<file path="src/rtl/spi_cmd_pkg.sv">
// Shared constants for the command-driven SPI master: register indices,
// configuration bit positions and command field positions.
package spi_cmd_pkg;
    localparam logic [2:0] ADR_CFG = 3'd0;
    localparam logic [2:0] ADR_DIV = 3'd1;
    localparam logic [2:0] ADR_CMD = 3'd2;
    localparam logic [2:0] ADR_CNT = 3'd3;
    localparam logic [2:0] ADR_TXD = 3'd4;
    localparam logic [2:0] ADR_RXD = 3'd5;

    localparam int CFG_W     = 12;
    localparam int CFG_CPHA  = 0;
    localparam int CFG_CPOL  = 1;
    localparam int CFG_CSPOL = 2;
    localparam int CFG_TXEN  = 4;
    localparam int CFG_RXEN  = 5;
    localparam int CFG_LSB   = 10;
    localparam int CFG_ADJ   = 11;
    localparam logic [CFG_W-1:0] CFG_MASK  = 12'hC37;
    localparam logic [CFG_W-1:0] CFG_RESET = 12'h034;

    localparam int CMD_CONT    = 4;
    localparam int CMD_LEN_LSB = 16;
endpackage

</file>
<file path="src/rtl/spi_word_fifo.sv">
// Synchronous word queue with occupancy count.
// Assumes DEPTH is a power of two; pushes when full and pops when empty are dropped.
module spi_word_fifo #(
    parameter int WIDTH = 32,
    parameter int DEPTH = 8,
    localparam int AW = $clog2(DEPTH),
    localparam int CW = $clog2(DEPTH + 1)
) (
    input  logic             clk,
    input  logic             rst_n,
    input  logic             push,
    input  logic [WIDTH-1:0] din,
    input  logic             pop,
    output logic [WIDTH-1:0] head,
    output logic [CW-1:0]    count
);
    logic [WIDTH-1:0] mem [DEPTH];
    logic [AW-1:0]    wr_ptr, rd_ptr;
    logic             do_push, do_pop;

    assign do_push = push && (count != CW'(DEPTH));
    assign do_pop  = pop && (count != '0);
    assign head    = mem[rd_ptr];

    // Storage write; contents need no reset.
    always_ff @(posedge clk) begin
        if (do_push) mem[wr_ptr] <= din;
    end

    // Pointer and occupancy bookkeeping.
    always_ff @(posedge clk) begin
        if (!rst_n) begin
            wr_ptr <= '0;
            rd_ptr <= '0;
            count  <= '0;
        end else begin
            if (do_push) wr_ptr <= wr_ptr + 1'b1;
            if (do_pop)  rd_ptr <= rd_ptr + 1'b1;
            case ({do_push, do_pop})
                2'b10:   count <= count + 1'b1;
                2'b01:   count <= count - 1'b1;
                default: ;
            endcase
        end
    end
endmodule

</file>
<file path="src/rtl/spi_sclk_timer.sv">
// Divides the system clock into serial bit periods of DIV cycles.
// Flags the leading-edge cycle (DIV/2 - 1) and trailing-edge cycle (DIV - 1)
// while run is high. Assumes div >= 4 so the two events never coincide.
module spi_sclk_timer #(
    parameter int DIV_W = 16
) (
    input  logic             clk,
    input  logic             rst_n,
    input  logic             run,
    input  logic [DIV_W-1:0] div,
    output logic             lead,
    output logic             trail
);
    logic [DIV_W-1:0] cnt;
    logic [DIV_W-1:0] half;

    assign half  = div >> 1;
    assign lead  = run && (cnt == half - DIV_W'(1));
    assign trail = run && (cnt == div - DIV_W'(1));

    // Phase counter, held at zero while no transfer runs.
    always_ff @(posedge clk) begin
        if (!rst_n || !run) cnt <= '0;
        else if (trail)     cnt <= '0;
        else                cnt <= cnt + 1'b1;
    end
endmodule

</file>
<file path="src/rtl/spi_cmd_master.sv">
// Command-driven single-channel SPI master.
// One command runs one transfer of up to 2**LEN_W bits, taking transmit
// words from one queue and packing sampled bits into another. Assumes
// DATA_W is a power-of-two multiple of 8 and transfer lengths are whole bytes.
module spi_cmd_master
    import spi_cmd_pkg::*;
#(
    parameter int DATA_W     = 32,
    parameter int FIFO_DEPTH = 8,
    parameter int DIV_W      = 16,
    parameter int LEN_W      = 8,
    parameter int DIV_MIN    = 4
) (
    input  logic              clk,
    input  logic              rst_n,
    input  logic              reg_we,
    input  logic              reg_re,
    input  logic [2:0]        reg_addr,
    input  logic [DATA_W-1:0] reg_wdata,
    output logic [DATA_W-1:0] reg_rdata,
    output logic              sclk,
    output logic              mosi,
    output logic              mosi_oe,
    input  logic              miso,
    output logic              spi_cs,
    output logic              busy
);
    localparam int BYTES = DATA_W / 8;
    localparam int BI_W  = $clog2(BYTES);
    localparam int NB_W  = BI_W + 1;
    localparam int POS_W = BI_W + 3;
    localparam int CW    = $clog2(FIFO_DEPTH + 1);
    localparam int LEN1  = LEN_W + 1;

    // Bytes held by the next word, given the bits still to move.
    function automatic logic [NB_W-1:0] nbytes_for(input logic [LEN_W:0] nbits);
        logic [LEN_W:0] up;
        up = nbits + LEN1'(7);
        if (nbits >= LEN1'(DATA_W)) return NB_W'(BYTES);
        return NB_W'(up >> 3);
    endfunction

    logic [CFG_W-1:0]  cfg_q;
    logic [DIV_W-1:0]  div_q, div_new;
    logic              wr_cfg, wr_div, wr_cmd, tx_push, rx_pop;
    logic [1:0]        cmd_op;
    logic              cmd_cont, cmd_go, cmd_idle;
    logic [LEN_W-1:0]  cmd_len;

    logic              busy_q, cs_act_q, tx_on_q, rx_on_q, cont_q, sclk_q;
    logic [LEN_W-1:0]  bits_left_q;
    logic [BI_W-1:0]   byte_q;
    logic [2:0]        bit_q, bsel;
    logic [NB_W-1:0]   wbytes_q, slot;
    logic              lead, trail, last_bit, last_byte, word_end;
    logic [POS_W-1:0]  pos;

    logic [DATA_W-1:0] tx_head, rx_head, rx_acc_q, rx_word;
    logic [CW-1:0]     tx_cnt, rx_cnt;
    logic              tx_pop, samp, adj, rx_push;
    logic              cap_v_q, cap_end_q, cap_v, cap_end;
    logic [POS_W-1:0]  cap_pos_q, cap_pos;

    assign wr_cfg  = reg_we && (reg_addr == ADR_CFG);
    assign wr_div  = reg_we && (reg_addr == ADR_DIV);
    assign wr_cmd  = reg_we && (reg_addr == ADR_CMD);
    assign tx_push = reg_we && (reg_addr == ADR_TXD);
    assign rx_pop  = reg_re && (reg_addr == ADR_RXD);

    assign cmd_op   = reg_wdata[1:0];
    assign cmd_cont = reg_wdata[CMD_CONT];
    assign cmd_len  = reg_wdata[CMD_LEN_LSB +: LEN_W];
    assign cmd_go   = wr_cmd && !busy_q && (cmd_op != 2'd0);
    assign cmd_idle = wr_cmd && !busy_q && (cmd_op == 2'd0);
    assign div_new  = reg_wdata[DIV_W-1:0];

    // Configuration and divider registers; the divider is floored at DIV_MIN.
    always_ff @(posedge clk) begin
        if (!rst_n) begin
            cfg_q <= CFG_RESET;
            div_q <= DIV_W'(DIV_MIN);
        end else begin
            if (wr_cfg) cfg_q <= reg_wdata[CFG_W-1:0] & CFG_MASK;
            if (wr_div) div_q <= (div_new < DIV_W'(DIV_MIN)) ? DIV_W'(DIV_MIN) : div_new;
        end
    end

    spi_sclk_timer #(.DIV_W(DIV_W)) u_timer (
        .clk   (clk),
        .rst_n (rst_n),
        .run   (busy_q),
        .div   (div_q),
        .lead  (lead),
        .trail (trail)
    );

    assign last_bit  = (bits_left_q == '0);
    assign last_byte = (({1'b0, byte_q} + NB_W'(1)) == wbytes_q);
    assign word_end  = last_bit || (last_byte && (bit_q == 3'd7));
    assign slot      = wbytes_q - NB_W'(1) - {1'b0, byte_q};
    assign bsel      = cfg_q[CFG_LSB] ? bit_q : ~bit_q;
    assign pos       = {slot[BI_W-1:0], bsel};

    // Transfer sequencer: command acceptance, bit/byte/word stepping, chip select.
    always_ff @(posedge clk) begin
        if (!rst_n) begin
            busy_q      <= 1'b0;
            cs_act_q    <= 1'b0;
            tx_on_q     <= 1'b0;
            rx_on_q     <= 1'b0;
            cont_q      <= 1'b0;
            sclk_q      <= 1'b0;
            bits_left_q <= '0;
            byte_q      <= '0;
            bit_q       <= '0;
            wbytes_q    <= '0;
        end else if (cmd_go) begin
            busy_q      <= 1'b1;
            cs_act_q    <= 1'b1;
            tx_on_q     <= cmd_op[0];
            rx_on_q     <= cmd_op[1] && cfg_q[CFG_RXEN];
            cont_q      <= cmd_cont;
            sclk_q      <= 1'b0;
            bits_left_q <= cmd_len;
            byte_q      <= '0;
            bit_q       <= '0;
            wbytes_q    <= nbytes_for({1'b0, cmd_len} + LEN1'(1));
        end else if (cmd_idle) begin
            cs_act_q <= 1'b0;
        end else if (busy_q) begin
            if (lead) sclk_q <= 1'b1;
            if (trail) begin
                sclk_q <= 1'b0;
                if (last_bit) begin
                    busy_q   <= 1'b0;
                    cs_act_q <= cont_q;
                end else begin
                    bits_left_q <= bits_left_q - 1'b1;
                    if (bit_q == 3'd7) begin
                        bit_q <= '0;
                        if (last_byte) begin
                            byte_q   <= '0;
                            wbytes_q <= nbytes_for({1'b0, bits_left_q});
                        end else begin
                            byte_q <= byte_q + 1'b1;
                        end
                    end else begin
                        bit_q <= bit_q + 1'b1;
                    end
                end
            end
        end
    end

    assign tx_pop  = busy_q && trail && word_end && tx_on_q;
    assign samp    = busy_q && rx_on_q && (cfg_q[CFG_CPHA] ? trail : lead);
    assign adj     = cfg_q[CFG_ADJ] && (div_q == DIV_W'(DIV_MIN));
    assign cap_v   = adj ? cap_v_q   : samp;
    assign cap_pos = adj ? cap_pos_q : pos;
    assign cap_end = adj ? cap_end_q : word_end;
    assign rx_push = cap_v && cap_end;

    // One-cycle copy of the capture request for the late sampling option.
    always_ff @(posedge clk) begin
        if (!rst_n) begin
            cap_v_q   <= 1'b0;
            cap_pos_q <= '0;
            cap_end_q <= 1'b0;
        end else begin
            cap_v_q   <= samp;
            cap_pos_q <= pos;
            cap_end_q <= word_end;
        end
    end

    // Place the sampled bit into the word being assembled.
    always_comb begin
        rx_word          = rx_acc_q;
        rx_word[cap_pos] = miso;
    end

    // Receive word accumulator, cleared as each word is handed to the queue.
    always_ff @(posedge clk) begin
        if (!rst_n)     rx_acc_q <= '0;
        else if (cap_v) rx_acc_q <= cap_end ? '0 : rx_word;
    end

    spi_word_fifo #(.WIDTH(DATA_W), .DEPTH(FIFO_DEPTH)) u_txq (
        .clk   (clk),
        .rst_n (rst_n),
        .push  (tx_push),
        .din   (reg_wdata),
        .pop   (tx_pop),
        .head  (tx_head),
        .count (tx_cnt)
    );

    spi_word_fifo #(.WIDTH(DATA_W), .DEPTH(FIFO_DEPTH)) u_rxq (
        .clk   (clk),
        .rst_n (rst_n),
        .push  (rx_push),
        .din   (rx_word),
        .pop   (rx_pop),
        .head  (rx_head),
        .count (rx_cnt)
    );

    // Register read multiplexer.
    always_comb begin
        case (reg_addr)
            ADR_CFG: reg_rdata = DATA_W'(cfg_q);
            ADR_DIV: reg_rdata = DATA_W'(div_q);
            ADR_CNT: reg_rdata = (DATA_W'(tx_cnt) << 4) | DATA_W'(rx_cnt);
            ADR_RXD: reg_rdata = rx_head;
            default: reg_rdata = '0;
        endcase
    end

    assign mosi    = busy_q && tx_on_q && (tx_cnt != '0) && tx_head[pos];
    assign mosi_oe = cfg_q[CFG_TXEN];
    assign sclk    = sclk_q ^ cfg_q[CFG_CPOL];
    assign spi_cs  = cs_act_q ? ~cfg_q[CFG_CSPOL] : cfg_q[CFG_CSPOL];
    assign busy    = busy_q;
endmodule

</file>
<file path="config.mk">
export PLATFORM = sky130hd
export DESIGN_NAME = spi_cmd_master
export DESIGN_NICKNAME = d
export VERILOG_FILES = /design/src/rtl/spi_cmd_pkg.sv /design/src/rtl/spi_word_fifo.sv /design/src/rtl/spi_sclk_timer.sv /design/src/rtl/spi_cmd_master.sv
export SDC_FILE = /design/constraint.sdc
export NUM_CORES = 1
export LEC_CHECK = 0
export ABC_AREA = 1
export BUFFER_PORTS_ARGS = -buffer_cell sky130_fd_sc_hd__buf_2
export CORE_UTILIZATION = 50
export CTS_CLUSTER_DIAMETER = 200
export DETAILED_ROUTE_END_ITERATION = 16
export GPL_TIMING_DRIVEN = 1
export PLACE_DENSITY_LB_ADDON = 0.12
export SYNTH_ARGS = -nofsm -noshare
export SYNTH_HDL_FRONTEND = slang
export SYNTH_HIERARCHICAL = 1
export SYNTH_SLANG_ARGS = --single-unit
</file>
<file path="constraint.sdc">
create_clock -name clk -period 5.45 [get_ports clk]
set_input_delay 0.545 -clock clk [delete_from_list [all_inputs] [get_ports clk]]
set_output_delay 0.545 -clock clk [all_outputs]
set_load 0.02 [all_outputs]
</file>
==> results of run 1 <==
## area by class of cell
type,count,area share (%)
Clock inverter,31,0.633
Antenna cell,4,0.0313
Multi-Input combinational cell,1884,29.8
Sequential cell,638,56.0
Tap cell,756,2.96
Inverter,196,2.30
Timing Repair Buffer,118,2.49
Clock buffer,92,5.86
## per-stage QoR
stage          cells  worst slack, ns  utilization (%)  cell area, µm²  hold WS, ns
2_1_floorplan   2848             1.13                -           28800        0.433
3_3_place_gp    3592             1.29             52.8           29900        0.451
3_5_place_dp    3592             1.24             52.8           29900        0.456
4_1_cts         3715             1.22             56.5           32000        0.189
5_1_grt         3717            0.896             56.5           32000        0.214
6_report        3719             1.28             56.5           32000        0.214
## flip-flops by register name (all words and copies together), names as in the netlist, 5 cells and up, named ones only
| register | flops |
|---|---|
| u_rxq/mem | 256 |
| u_txq/mem | 256 |
| rx_acc_q | 32 |
| div_q | 16 |
| u_timer/cnt | 16 |
| bits_left_q | 8 |
| cfg_q | 7 |
| cap_pos_q | 5 |
## cells in the final DEF (no fill, tap or decap), types with 64 or more instances in the layout
master     count
buf_2         76
o22ai_1       65
a21oi_1       73
mux2i_1       64
o21ai_0      263
inv_1        188
edfxtp_1     512
nand3_1      147
nand2_1      563
nor2_1       404
clkbuf_16     71
dfxtp_1      122
## synth_stat cells, types with 4 or more instances
master    count  area share [%]
nand2_1     563             7.3
edfxtp_1    512              53
nor2_1      420             5.5
o21ai_0     263             4.6
inv_1       188             2.5
nand3_1     147             2.6
dfxtp_1     126             8.8
a21oi_1      73             1.3
o22ai_1      65             1.4
mux2i_1      64             2.2
clkbuf_1     53            0.69
o21ai_1      44            0.77
xor2_1       37             1.1
buf_2        33            0.57
and2_1       32            0.70
ha_1         22            0.96
xnor2_1      22            0.67
nor2_4       21            0.82
nor2_2       19            0.41
nand2_2      14            0.30
nand4_1      14            0.30
clkbuf_2     13            0.23
buf_1         9            0.12
buf_6         9            0.35
nor3_1        8            0.14
o211ai_1      8            0.21
a31oi_1       6            0.13
buf_4         6            0.16
nand3b_1      6            0.16
buf_12        5            0.35
inv_2         5           0.065
nor4_1        5            0.11
a22o_1        4            0.12
## final timing paths
| path | start | end | slack [ns] | cells after the start |
|---|---|---|---|---|
| worst max-delay path | div_q[1] | u_rxq/mem[0][22] | 1.28 | 22 |
| worst min-delay path | reg_wdata[30] | u_txq/mem[4][30] | 0.21 | 1 |
| worst max register to register | div_q[1] | u_rxq/mem[0][22] | 1.28 | 22 |
| worst min register to register | rx_acc_q[9] | rx_acc_q[9] | 0.46 | 2 |
## cells by family after synthesis
logic type,Yosys count
AO/OA/AOI/OAI,478
XOR/XNOR,60
adder cells (fa/ha/maj),22
buffers and inverters,326
flip-flops,638
multiplexers,64
AND/OR/NAND/NOR,1260
## report_power, final
part           internal (mW)  switching (mW)  total, mW  leakage, nW
Clock                   2.47            1.87       4.34         1.01
Combinational          0.103           0.285      0.388         5.13
Sequential              5.25          0.0267       5.28         5.69
Total                   7.83            2.18       10.0         11.8
## metal layers
layer	routed length (µm)	part of all wire (%)	vias to the layer above	GRT usage [%]
met5	13	0.018	-	0
met4	1380	1.9	2	7.22
met3	4350	5.9	84	3.86
met2	34100	46	622	39.9
met1	34300	46	9967	36.7
li1	-	-	9847	-
==> metrics.yaml, run 1 <==
run_status:
  status: "completed"
floorplan:
  num_io_pins: 77
  die_h_um: 242
  core_um2: 56600
  die_w_um: 242
  start_util_pct: 50.8
  placementRows: 87
  dieArea_um2: 58500
finish:
  drive_gt1_share_pct: 10.1
  regArea_um2: 17900
  syn_to_final_growth_pct: 11.2
  fillCellCount: 4890
  multi_input_area_um2: 9520
  nNetsFinal: 2968
placed_design:
  place_hpwl_um: 47700
  io_buffers: 76
  gp_congestion: 0.893
critical_path:
  crit_family: "simple AND/OR/NAND/NOR gates"
  max_stage_delay_ns: 0.44
  crit_path_start_kind: "flop"
  cp_max_fo: 13
  cp_cell_sequence: "inv_1, ha_1, nand2_1, nand3_1, nor3_1, o21ai_0, nor2_1, nand2_1, nor2_1, nand3_1, nor2_1, o211ai_1, nor2_1, inv_1, nand2_1, o21ai_2, a21oi_1, nand2_1, inv_1, nand2_1, nor2_4, buf_4"
  worstPathArrival_ns: 4.47
  crit_path_top_delay_cell: "nor2_4"
  critPathKind: "flop to flop"
  cp.required_ns: 5.75
  critPathBufInv: 4
  cp_common_cell: "nand2_1"
  endpoint_kind: "flop"
cts:
  cts_hold_buf: 0
  cts_sinks: 638
  cts_buffers: 68
  postCtsSetupBuffers: 0
  cts_resized: 0
  clock_path_buffers: 3
  cts.clk_slew.worst_paths_ns: 0.06
  cts-root-buf: "clkbuf_16"
  h-tree-depth: 3
  clock_latency_ns: 0.60
  cts_tree: "done"
sta:
  hold_violations: 0
  slew_viol_final: 0
  finalSetupTns_ns: 0
  period_needed_ns: 4.17
  rsz0062_at_grt: "false"
  timing.fmax_mhz: 240
  setup_violations: 0
  finClkSkew_ns: 0.0183
  post-route-period-util_pct: 76.5
  worstMarginPinSlew_ns: 1.04
  timing.slew.headroom_pct: 30.6
synth:
  synth-seq-cells: 638
  synth_compound_area_share_pct: 8.93
  yosysWarnings: 6
  synth_top_flop_cell: "edfxtp_1"
  avgSynthCellArea_um2: 10.1
  synthXorXnorAreaFrac_pct: 1.85
  yosysSeqAreaShare_pct: 62.2
  synthMuxAreaShare_pct: 2.23
  postSynth.asyncResetShare_pct: 0
  synth.cell_area_um2: 28800
  synth-simple-area-share_pct: 18.7
  synth_cell_types: 52
  synth_top_family_by_area: "simple AND/OR/NAND/NOR gates"
  synth-edff-count: 512
  syn_inst: 2848
  synthAdderAreaFrac_pct: 0.957
  synthesis.nets: 2910
power_and_ir_drop:
  finalPower_mw: 10.0
  power.static_leakage_nw: 11.8
  p_per_area_nw_per_um2: 313
  ir_worst_vdd_uv: 201
global_routing:
  grt_pass1_wl_um: 115000
  grt_max_degree: 84
  grt_pass1_vias: 19700
  gr-usage-all-layers_pct: 25.4
  antenna_found_initial: 4
  grt_overflow: 0
drt:
  via_count: 20500
  drc: 0
  wl_per_cell_um: 19.9
  wirelength_um: 74100
  drtPass1Iterations: 5
  drt_iter0_markers: 1680
  avgViaCountPerCell: 5.52
  postRouteAntennaNets: 0
flow_run:
  max-cap-violations: 0
min_path:
  hp-class: "input pin to flop"
Note: power is estimated with default switching activity, not from simulation.
==> run 2: changes to the inputs <==
Settings changed: ABC_AREA 1 to 0.
Clock period 5.45 ns to 4.3 ns, I/O delays scaled along.
==> run 2 against run 1 <==
Against the previous run:
- first-iteration DRC count shrank 20%
- count of clock-buffer cells in the layout fell by 8
- highest routed layer unchanged
- sequential share of layout area down 1.5 points
- design area grew 2.7%
- via count is 19% lower
- synthesized area down 0.76%
- sequential power is 26% higher
==> metrics.yaml, run 2 <==
cts:
  cts-root-buf: "clkbuf_16"
  cts_buffers: 70
  clock_latency_ns: 0.61
  clock_path_buffers: 3
  cts_tree: "done"
  h-tree-depth: 3
  cts_sinks: 638
  cts.clk_slew.worst_paths_ns: 0.06
global_routing:
  grt_overflow: 0
  grt_max_degree: 65
  gr-usage-all-layers_pct: 23.7
  antenna_found_initial: 4
  grt_pass1_vias: 16200
  grt_pass1_wl_um: 101000
critical_path:
  reg2regPathDepth: 18
  max_stage_delay_ns: 0.59
  worstPathArrival_ns: 3.62
  cp_cell_sequence: "buf_4, mux4_1, mux2_2, mux4_2, mux4_2, nor2_1, nor4_1, buf_2"
  cp_max_fo: 13
  r2r-start: "div_q[1]"
  r2r_end: "u_rxq/count[2]"
  rrSetupSlack_ns: 0.25
  cp_num_cells: 8
  critPathKind: "flop to output pin"
  cp.required_ns: 3.87
  crit_path_top_delay_cell: "mux4_1"
  crit_path_start_kind: "flop"
  endpoint_kind: "output pin"
  critPathBufInv: 2
  cp_common_cell: "mux4_2"
  crit_family: "multiplexers"
drt:
  top_layer: "met5"
  wl_per_cell_um: 24.2
  wl_met2_um: 32200
  wl_met1_um: 31000
  drc: 0
  via_count: 16700
  drt_iter0_markers: 1348
  drtPass1Iterations: 5
  avgViaCountPerCell: 5.96
  wl_met3_um: 3230
  postRouteAntennaNets: 0
  wirelength_um: 67500
placed_design:
  dp_cells: 2659
  postPlaceCellArea_um2: 30400
  io_buffers: 76
  place_hpwl_um: 43900
  gp_congestion: 0.860
synth:
  synth.cell_area_um2: 28500
  synthesis.nets: 1906
  syn_inst: 1844
  yosys-top-cells-count: "edfxtp_1, nand2_1, dfxtp_1"
  avgSynthCellArea_um2: 15.5
  synth_top_area_share_pct: 53.9
  synth_top_flop_cell: "edfxtp_1"
  synth-seq-cells: 638
  yosysSeqAreaShare_pct: 62.7
  synth-edff-count: 512
  yosysWarnings: 6
  yosys-top-cells-area: "edfxtp_1, dfxtp_1, mux4_1"
  synth_cell_types: 82
  synth_top_area_cell: "edfxtp_1"
  postSynth.asyncResetShare_pct: 0
  yosysMostFrequentCell: "edfxtp_1"
power_and_ir_drop:
  p_per_area_nw_per_um2: 403
  ir_worst_vdd_uv: 294
  power.static_leakage_nw: 10.9
  finalPower_mw: 13.2
sta:
  period_needed_ns: 4.05
  hold_violations: 0
  worstMarginPinSlew_ns: 1.00
  slew_viol_final: 0
  setup_violations: 0
  rsz0062_at_grt: "false"
  timing.fmax_mhz: 247
  post-route-period-util_pct: 94.2
  finClkSkew_ns: 0.0301
  timing.slew.headroom_pct: 32.8
finish:
  post-route-util_pct: 58.3
  drive_gt1_share_pct: 25.4
  layout_commonest_cell: "edfxtp_1"
  fillCellCount: 4444
  final_cell_mix: "edfxtp_1, nand2_1, dfxtp_1, mux2_2, mux4_1"
  final_area_um2: 32900
  fin_cells: 2794
  syn_to_final_growth_pct: 15.1
  nNetsFinal: 2045
  biggestRegsByFlops: "u_rxq/mem x256, u_txq/mem x256, rx_acc_q x32"
min_path:
  min_from: "reg_wdata[29]"
  hold_depth: 1
  min_to: "u_txq/mem[4][29]"
  hp-class: "input pin to flop"
run_status:
  status: "completed"
floorplan:
  placementRows: 87
  core_um2: 56400
  die_h_um: 241
  dieArea_um2: 58100
  die_w_um: 241
  num_io_pins: 77
  start_util_pct: 50.6
flow_run:
  max-cap-violations: 0
==> run 2: logic make-up after synthesis <==
group           count (synthesis)  share of synthesized area [%]
compound gates                227                           5.12
xor+xnor                       81                           2.53
fa+ha+maj                      22                          0.964
buf+inv                       120                           2.14
flops                         638                           62.7
mux                           286                           17.7
simple gates                  470                           8.85
==> run 2: worst max-delay path by stage <==
stage | start | endpoint | slack [ns]
after floorplan | div_q[2] | u_rxq/mem[0][0] | -0.04
after global placement | div_q[1] | u_rxq/count[2] | 0.24
after detailed placement | div_q[1] | u_rxq/count[2] | 0.19
after CTS | flop | mosi | 0.05
after global routing | div_q[10] | u_rxq/count[2] | 0.01
final | flop | mosi | 0.25
==> run 2: through the flow <==
stage | setup WS, ns | TNS (ns) | hold WS (ns)
CTS | 0.0520 | 0 | 0.0671
floorplan | -0.0357 | -1.49 | 0.436
detailed placement | 0.191 | 0 | 0.462
global route | 0.0130 | 0 | 0.0839
finish | 0.248 | 0 | 0.0871
global placement | 0.245 | 0 | 0.451
==> run 2: routing by layer <==
| metal | up-vias | track usage [%] |
|---|---|---|
| met4 | 2 | 5.35 |
| met2 | 419 | 37.3 |
| met3 | 81 | 3.72 |
| met5 | - | 0 |
| li1 | 7552 | - |
| met1 | 8612 | 34.7 |
==> run 2: final cells by class <==
class                           count  area [µm²]  area share, %
Inverter                           21        78.8          0.240
Multi-Input combinational cell   1086       10300           31.2
Clock buffer                       84        1850           5.62
Tap cell                          756         946           2.88
Antenna cell                        3        7.51         0.0228
Sequential cell                   638       17900           54.5
Timing Repair Buffer              166        1250           3.80
Clock inverter                     40         566           1.72
==> run 2: where the power goes <==
part / switching (mW) / total (mW) / internal [mW]
combinational: 0.236 / 0.351 / 0.115
sequential: 0.0221 / 6.66 / 6.64
clock: 2.42 / 6.23 / 3.81
==> run 2: timing repair <==
| action | CTS | global route |
|---|---|---|
| resized for setup | 0 | 4 |
| hold endpoints to repair | 0 | 0 |
| endpoints found under the setup margin | 0 | 13 |
| buffers inserted | 0 | 8 |
| hold buffers | 0 | 0 |
